## config.mk

```make
export PLATFORM = sky130hd
export DESIGN_NAME = evq_engine
export DESIGN_NICKNAME = d
export VERILOG_FILES = /design/src/rtl/evq_pkg.sv /design/src/rtl/evq_regfile.sv /design/src/rtl/evq_match.sv /design/src/rtl/evq_proto.sv /design/src/rtl/evq_engine.sv
export SDC_FILE = /design/constraint.sdc
export NUM_CORES = 1
export LEC_CHECK = 0
export BUFFER_PORTS_ARGS = -buffer_cell sky130_fd_sc_hd__buf_2
export CORE_MARGIN = 4
export CORE_UTILIZATION = 65
export CTS_BUF_LIST = sky130_fd_sc_hd__clkbuf_4
export DETAILED_ROUTE_END_ITERATION = 7
export PLACE_DENSITY = 0.89
export SYNTH_ARGS = -nofsm -noshare
export SYNTH_HDL_FRONTEND = slang
export SYNTH_HIERARCHICAL = 1
export SYNTH_SLANG_ARGS = --single-unit
```

## constraint.sdc

```tcl
create_clock -name clk -period 72.1 [get_ports clk]
set_input_delay 3.605 -clock clk [delete_from_list [all_inputs] [get_ports clk]]
set_output_delay 3.605 -clock clk [all_outputs]
set_load 0.005 [all_outputs]
```

## src/rtl/evq_pkg.sv

```systemverilog
package evq_pkg;
  typedef enum logic [1:0] {
    PR_OFF = 2'd0,
    PR_SS  = 2'd1,
    PR_SPR = 2'd2,
    PR_DW  = 2'd3
  } proto_e;

  typedef enum logic [1:0] {
    ST_HIT  = 2'd0,
    ST_RUN  = 2'd1,
    ST_EOT  = 2'd2,
    ST_TEN  = 2'd3
  } stsel_e;

  localparam int FILE_EXP = 0;
  localparam int FILE_MSK = 1;
  localparam int FILE_CNT = 2;
  localparam int NFILES   = 3;
endpackage

```

## src/rtl/evq_regfile.sv

```systemverilog
module evq_regfile #(
  parameter int DEPTH = 16,
  parameter int WIDTH = 16,
  localparam int AW = $clog2(DEPTH)
) (
  input  logic             clk,
  input  logic             rst_n,
  input  logic             we,
  input  logic [AW-1:0]    waddr,
  input  logic [WIDTH-1:0] wdata,
  input  logic [AW-1:0]    raddr,
  output logic [WIDTH-1:0] rdata
);
  logic [WIDTH-1:0] mem [DEPTH];

  always_ff @(posedge clk or negedge rst_n) begin
    if (!rst_n) begin
      for (int i = 0; i < DEPTH; i++) mem[i] <= '0;
    end else if (we) begin
      mem[waddr] <= wdata;
    end
  end

  assign rdata = mem[raddr];

  // a write is visible at its entry on the following cycle
  p_wr_lands_r2: assert property (@(posedge clk) disable iff (!rst_n)
    we |=> mem[$past(waddr)] == $past(wdata));
endmodule

```

## src/rtl/evq_match.sv

```systemverilog
module evq_match #(
  parameter int WIDTH = 16
) (
  input  logic [WIDTH-1:0] bus,
  input  logic [WIDTH-1:0] exp_word,
  input  logic [WIDTH-1:0] msk_word,
  input  logic             ext_evt,
  input  logic             src_ext,
  output logic             local_hit,
  output logic             event_sel
);
  logic [WIDTH-1:0] diff;

  always_comb begin
    diff      = (bus ^ exp_word) & ~msk_word;
    local_hit = (diff == '0);
    event_sel = src_ext ? ext_evt : local_hit;
  end

  // the external source passes the input straight through
  always_comb begin
    if (src_ext) p_src_ext_r4: assert (event_sel == ext_evt);
  end
endmodule

```

## src/rtl/evq_proto.sv

```systemverilog
module evq_proto
  import evq_pkg::*;
#(
  parameter int DEPTH  = 16,
  parameter int WIDTH  = 16,
  parameter int LOOP_W = 8,
  localparam int AW = $clog2(DEPTH)
) (
  input  logic              clk,
  input  logic              rst_n,
  input  logic              qclk_en,
  input  logic              go,
  input  proto_e            proto,
  input  logic [LOOP_W-1:0] loops,
  input  logic              ev,
  input  logic              local_hit,
  input  logic [WIDTH-1:0]  budget_word,
  output logic              test_en,
  output logic              run,
  output logic              eot,
  output logic [AW-1:0]     ptr,
  output logic [AW-1:0]     cptr
);
  logic              en_q, run_q, eot_q;
  logic [AW-1:0]     ptr_q, cptr_q;
  logic [LOOP_W-1:0] left_q;
  logic [WIDTH-1:0]  used_q;

  logic              en_d, run_d, eot_d;
  logic [AW-1:0]     ptr_d, cptr_d;
  logic [LOOP_W-1:0] left_d;
  logic [WIDTH-1:0]  used_d;

  logic              arm;
  logic              step;
  logic              pass_done;
  logic              budget_hit;
  logic [WIDTH:0]    budget_lim;
  logic [WIDTH:0]    used_inc;

  assign arm  = go && (proto != PR_OFF);
  assign step = qclk_en && run_q && !arm;

  always_comb begin
    budget_lim = (budget_word == '0) ? {{WIDTH{1'b0}}, 1'b1} : {1'b0, budget_word};
    used_inc   = {1'b0, used_q} + 1'b1;
    budget_hit = (used_inc >= budget_lim);
  end

  always_comb begin
    pass_done = 1'b0;
    if (step) begin
      unique case (proto)
        PR_SS:   pass_done = ev && en_q;
        PR_SPR:  pass_done = ev && budget_hit;
        PR_DW:   pass_done = en_q && !ev;
        default: pass_done = 1'b0;
      endcase
    end
  end

  always_comb begin
    en_d   = en_q;
    run_d  = run_q;
    eot_d  = eot_q;
    ptr_d  = ptr_q;
    cptr_d = cptr_q;
    left_d = left_q;
    used_d = used_q;
    if (arm) begin
      en_d   = 1'b0;
      run_d  = 1'b1;
      eot_d  = 1'b0;
      ptr_d  = '0;
      cptr_d = '0;
      left_d = loops;
      used_d = '0;
    end else if (step) begin
      if (local_hit) ptr_d = ptr_q + 1'b1;
      unique case (proto)
        PR_SS: begin
          if (ev) en_d = !en_q;
        end
        PR_SPR: begin
          if (ev) begin
            if (budget_hit) begin
              en_d   = 1'b0;
              used_d = '0;
            end else begin
              en_d   = !en_q;
              used_d = used_inc[WIDTH-1:0];
            end
          end
        end
        PR_DW: begin
          en_d = ev;
        end
        default: begin
          en_d = 1'b0;
        end
      endcase
      if (pass_done) begin
        if (left_q == '0) begin
          run_d = 1'b0;
          eot_d = 1'b1;
          en_d  = 1'b0;
        end else begin
          left_d = left_q - 1'b1;
          cptr_d = cptr_q + 1'b1;
        end
      end
    end
  end

  always_ff @(posedge clk or negedge rst_n) begin
    if (!rst_n) begin
      en_q   <= 1'b0;
      run_q  <= 1'b0;
      eot_q  <= 1'b0;
      ptr_q  <= '0;
      cptr_q <= '0;
      left_q <= '0;
      used_q <= '0;
    end else begin
      en_q   <= en_d;
      run_q  <= run_d;
      eot_q  <= eot_d;
      ptr_q  <= ptr_d;
      cptr_q <= cptr_d;
      left_q <= left_d;
      used_q <= used_d;
    end
  end

  assign test_en = en_q;
  assign run     = run_q;
  assign eot     = eot_q;
  assign ptr     = ptr_q;
  assign cptr    = cptr_q;

  p_en_in_run_r13: assert property (@(posedge clk) disable iff (!rst_n)
    test_en |-> run);

  p_run_eot_excl_r9: assert property (@(posedge clk) disable iff (!rst_n)
    !(run && eot));

  p_end_of_test_r9: assert property (@(posedge clk) disable iff (!rst_n)
    $rose(eot) |-> $fell(run));

  p_go_arms_r5: assert property (@(posedge clk) disable iff (!rst_n)
    (go && proto != PR_OFF) |=> (run && !eot && !test_en && ptr == '0));

  p_hold_r11: assert property (@(posedge clk) disable iff (!rst_n)
    (!qclk_en && !go) |=> ($stable(run) && $stable(eot) && $stable(test_en) && $stable(ptr)));

  p_dowhile_r8: assert property (@(posedge clk) disable iff (!rst_n)
    (run && qclk_en && !go && proto == PR_DW && ev) |=> test_en);

  p_ss_open_r6: assert property (@(posedge clk) disable iff (!rst_n)
    (run && qclk_en && !go && proto == PR_SS && ev && !test_en) |=> test_en);

  p_ptr_step_r10: assert property (@(posedge clk) disable iff (!rst_n)
    (run && qclk_en && !go && local_hit) |=> ptr == AW'($past(ptr) + 1'b1));
endmodule

```

## src/rtl/evq_engine.sv

```systemverilog
module evq_engine
  import evq_pkg::*;
#(
  parameter int DEPTH  = 16,
  parameter int WIDTH  = 16,
  parameter int LOOP_W = 8,
  localparam int AW = $clog2(DEPTH)
) (
  input  logic              clk,
  input  logic              rst_n,
  input  logic              qclk_en,
  input  logic [WIDTH-1:0]  bus_in,
  input  logic              ext_evt,
  input  logic              wr_en,
  input  logic [1:0]        wr_sel,
  input  logic [AW-1:0]     wr_addr,
  input  logic [WIDTH-1:0]  wr_data,
  input  logic [1:0]        cfg_proto,
  input  logic              cfg_src,
  input  logic [LOOP_W-1:0] cfg_loops,
  input  logic [1:0]        cfg_stsel,
  input  logic              go,
  output logic              test_en,
  output logic              run,
  output logic              eot,
  output logic              evt_out,
  output logic [AW-1:0]     pat_ptr
);
  logic [1:0]       rst_sync;
  logic             rst_core_n;
  logic [WIDTH-1:0] file_rd [NFILES];
  logic [AW-1:0]    file_ra [NFILES];
  logic [AW-1:0]    cptr;
  logic             local_hit;
  logic             ev;
  logic             hit_q;

  always_ff @(posedge clk or negedge rst_n) begin
    if (!rst_n) rst_sync <= 2'b00;
    else        rst_sync <= {rst_sync[0], 1'b1};
  end
  assign rst_core_n = rst_sync[1];

  for (genvar f = 0; f < NFILES; f++) begin : g_file
    assign file_ra[f] = (f == FILE_CNT) ? cptr : pat_ptr;
    evq_regfile #(.DEPTH(DEPTH), .WIDTH(WIDTH)) u_file (
      .clk   (clk),
      .rst_n (rst_core_n),
      .we    (wr_en && (wr_sel == 2'(f))),
      .waddr (wr_addr),
      .wdata (wr_data),
      .raddr (file_ra[f]),
      .rdata (file_rd[f])
    );
  end

  evq_match #(.WIDTH(WIDTH)) u_match (
    .bus       (bus_in),
    .exp_word  (file_rd[FILE_EXP]),
    .msk_word  (file_rd[FILE_MSK]),
    .ext_evt   (ext_evt),
    .src_ext   (cfg_src),
    .local_hit (local_hit),
    .event_sel (ev)
  );

  evq_proto #(.DEPTH(DEPTH), .WIDTH(WIDTH), .LOOP_W(LOOP_W)) u_proto (
    .clk         (clk),
    .rst_n       (rst_core_n),
    .qclk_en     (qclk_en),
    .go          (go),
    .proto       (proto_e'(cfg_proto)),
    .loops       (cfg_loops),
    .ev          (ev),
    .local_hit   (local_hit),
    .budget_word (file_rd[FILE_CNT]),
    .test_en     (test_en),
    .run         (run),
    .eot         (eot),
    .ptr         (pat_ptr),
    .cptr        (cptr)
  );

  always_ff @(posedge clk or negedge rst_core_n) begin
    if (!rst_core_n)  hit_q <= 1'b0;
    else if (qclk_en) hit_q <= local_hit;
  end

  always_comb begin
    unique case (stsel_e'(cfg_stsel))
      ST_HIT:  evt_out = hit_q;
      ST_RUN:  evt_out = run;
      ST_EOT:  evt_out = eot;
      default: evt_out = test_en;
    endcase
  end

  p_hit_hold_r11: assert property (@(posedge clk) disable iff (!rst_core_n)
    !qclk_en |=> $stable(hit_q));
endmodule

```

==> results.tsv <==
metric	value	unit
status	finished clean	
power_frac_comb	12.4	%
place_congestion	0.857	
routed_via_density	6.53	
finalCriticalPeriod	7.92	ns
synthCells	2447	
core_area	56800	µm²
finalHoldViolations	0	
overflow	0	
pwr-share-clk	35.7	%
ys_types	60	
avgSynthCellArea	15.4	µm²
ir_drop	17.9	µV
num_rows	87	
multi_input_area	16500	µm²
cp_slowest_cell	mux4_2	
grt_pass1_vias	25200	
syn_area	37700	µm²
drv_slew	0	
worstSetupPathType	in2out	
drv_cap	0	
cts_max_level	4	
synth.net_count	2526	
total_power	0.00104	W
ioPinCount	65	
crit_required	68.50	ns
nFillCells	3471	
drt-total-wl	88500	µm
switchingPower	0.000265	W
reg2reg_slack	65.55	ns
die_x	249	µm
root_buffer	clkbuf_4	
hold_depth	0	
synth_edf_count	0	
cts_setup_buffers	0	
sequentialPowerShare	51.8	%
p_sw_share	25.4	%
finalNetCount	2657	
hp-start	rst_sync[0]$_DFF_PN0_	
ys_seq_area_share	53.6	%
endpoint_kind	output port	
dp_hpwl	53600	µm
worstHoldPathType	reg2reg	
cpMostUsedCell	buf_2	
grt_start_max_net_pins	189	
finClkSkew	0.0488	ns
rsz0062_at_grt	no	
initial_core_util	66.3	%
grt_pass1_wl	141000	µm
internal-power	0.000779	W
setup_viol	0	
num_vias	22700	
ys_warn_count	6	
ys.flop_type	dfrtp_1	
antenna_found_initial	5	
maxSlewHeadroom	21.5	%
register_area	20200	µm²
drt_iter0_markers	1923	
worstSetupStartpointType	input pin	
critPathLaunch	cfg_stsel[0]	
cts_made_buffers	198	
ys_ff_latch	806	
wire_per_inst	25.5	µm
max_freq	126	MHz
ant_nets	0	
dieArea	61900	µm²
drc	0	
grtUsageTotal	29.1	%
postCtsHoldBufs	0	
dp.cells	3134	
r2r_start	u_proto/ptr[0]$_DFFE_PN0P_	
tightest_slew	1.18	ns
die-height	249	µm
power-per-cell-area	25.6	nW/µm²
portBuffers	64	
tritoncts	built	
min_to	rst_sync[1]$_DFF_PN0_	
crit_chain	buf_2, mux4_2, buf_2	
fin_crit_sh	11.0	%
cts.repair.resized	0	
max_stage_delay	0.48	ns
final_cells	3473	
r2r-end	u_proto/used_q[15]$_DFFE_PN0P_	
clkTransAtPathRegs	0.07	ns
clock_path_buffers	3	
first_pass_iters	7	
areaGrowthSynthToFinish	8.45	%
drive_gt1_share	52.9	%
worstPathArrival	4.31	ns
clock_latency	1.05	ns
dp_slack	64.17	ns
worstPathMaxFanout	1	
cellLeakagePower	18.9	nW
tns	0	ns
synth-async-reset-ratio	100	%
rr_worst_depth	15	
clock_sinks	806	
fin_util	71.9	%
setup_ws	64.18	ns
==> flip-flops by register name, summed over array words and instances (netlist names) <==
name and cells:
g_file.u_file/mem 768, u_proto/used_q 16, u_proto/left_q 8, u_proto/cptr 4, u_proto/ptr 4, rst_sync 2
hit_q 1, u_proto/eot 1, u_proto/run 1, u_proto/test_en 1
==> cells by family (layout without fill, tap and decap cells) <==
kind of cell / count (synthesis) / after routing / share of synthesized area [%]
AO/OA/AOI/OAI: 171 / 171 / 3.41
XOR/XNOR: 40 / 40 / 0.930
adder cells (fa/ha/maj): 22 / 22 / 0.731
buffers and inverters: 204 / 466 / 2.76
flip-flops: 806 / 806 / 53.6
multiplexers: 963 / 963 / 34.9
other: 1 / 9 / 0.00996
AND/OR/NAND/NOR: 240 / 240 / 3.74
==> layout by cell type (no fill, tap or decap), types with 10 or more instances in the layout <==
| master | netlist | final |
|---|---|---|
| nand2_1 | 70 | 70 |
| mux2_4 | 30 | 30 |
| buf_2 | 54 | 64 |
| a22oi_1 | 96 | 96 |
| clkbuf_4 | 0 | 289 |
| xnor2_1 | 31 | 31 |
| a32o_1 | 10 | 10 |
| nor2_2 | 12 | 12 |
| ha_1 | 22 | 22 |
| a21oi_1 | 14 | 14 |
| inv_1 | 19 | 19 |
| mux2_2 | 739 | 739 |
| mux4_2 | 193 | 193 |
| buf_4 | 18 | 51 |
| o21ai_1 | 10 | 10 |
| nor2_1 | 34 | 34 |
| dfrtp_1 | 806 | 801 |
| nor3_2 | 19 | 19 |
| nand3_1 | 25 | 25 |
| clkinv_1 | 0 | 34 |
==> worst max path at each step <==
stage / slack, ns / to
finish: 64.18 / evt_out
global route: 64.15 / evt_out
CTS: 64.17 / evt_out
detailed placement: 64.17 / evt_out
global placement: 64.18 / evt_out
floorplan: 47.97 / g_file[0].u_file/mem[0]$_DFFE_PN0P_
==> cell usage after synthesis, types with 8 or more instances <==
master	number	share of area, %
dfrtp_1	806	54
mux2_2	739	22
mux4_2	193	12
a22oi_1	96	1.9
clkbuf_1	89	0.89
nand2_1	70	0.70
buf_2	54	0.72
nor2_1	34	0.34
xnor2_1	31	0.72
mux2_4	30	1.2
nand3_1	25	0.33
ha_1	22	0.73
inv_1	19	0.19
nor3_2	19	0.50
buf_4	18	0.36
a21oi_1	14	0.19
buf_6	12	0.36
nor2_2	12	0.20
a32o_1	10	0.27
nor2b_1	10	0.17
o21ai_1	10	0.13
and3_1	9	0.15
buf_1	9	0.090
or3_1	9	0.15
xor2_1	9	0.21
o22ai_1	8	0.13
==> worst max-delay path, delay by kind of cell <==
kind / cells / cell delay [ns]
multiplexers: 1 / 0.48
buffers and inverters: 2 / 0.23
==> stage by stage <==
stage | instance area [µm²] | hold WS (ns)
floorplan | 37700 | 0.331
global placement | 38400 | 0.339
detailed placement | 38400 | 0.339
CTS | 40800 | 0.355
global route | 40800 | 0.369
finish | 40800 | 0.353
==> area by class of cell <==
cell class | instances | area share [%]
diodes | 8 | 0.0490
clock buffers | 289 | 5.31
clock inverters | 42 | 0.665
inverters | 19 | 0.175
multi-input cells | 1437 | 40.3
flip-flops and latches | 806 | 49.4
well taps | 756 | 2.32
repair buffers | 116 | 1.77
==> routing by layer <==
layer | vias up | wire (µm) | GRT usage, %
li1 | 9525 | - | -
met1 | 12100 | 35300 | 38.2
met2 | 892 | 43700 | 46.8
met3 | 202 | 6070 | 6.88
met4 | 2 | 3480 | 13.3
met5 | - | 19 | 0
==> power by group through the flow <==
stage | combinational [W] | clock (W) | sequential [W]
after floorplan | 0.0000952 | 0 | 0.000544
after global routing | 0.000140 | 0.000407 | 0.000548
after global placement | 0.000120 | 0 | 0.000542
final | 0.000130 | 0.000373 | 0.000541
after CTS | 0.000130 | 0.000381 | 0.000541
after detailed placement | 0.000129 | 0 | 0.000549
Power figures use the tool's default switching activity.
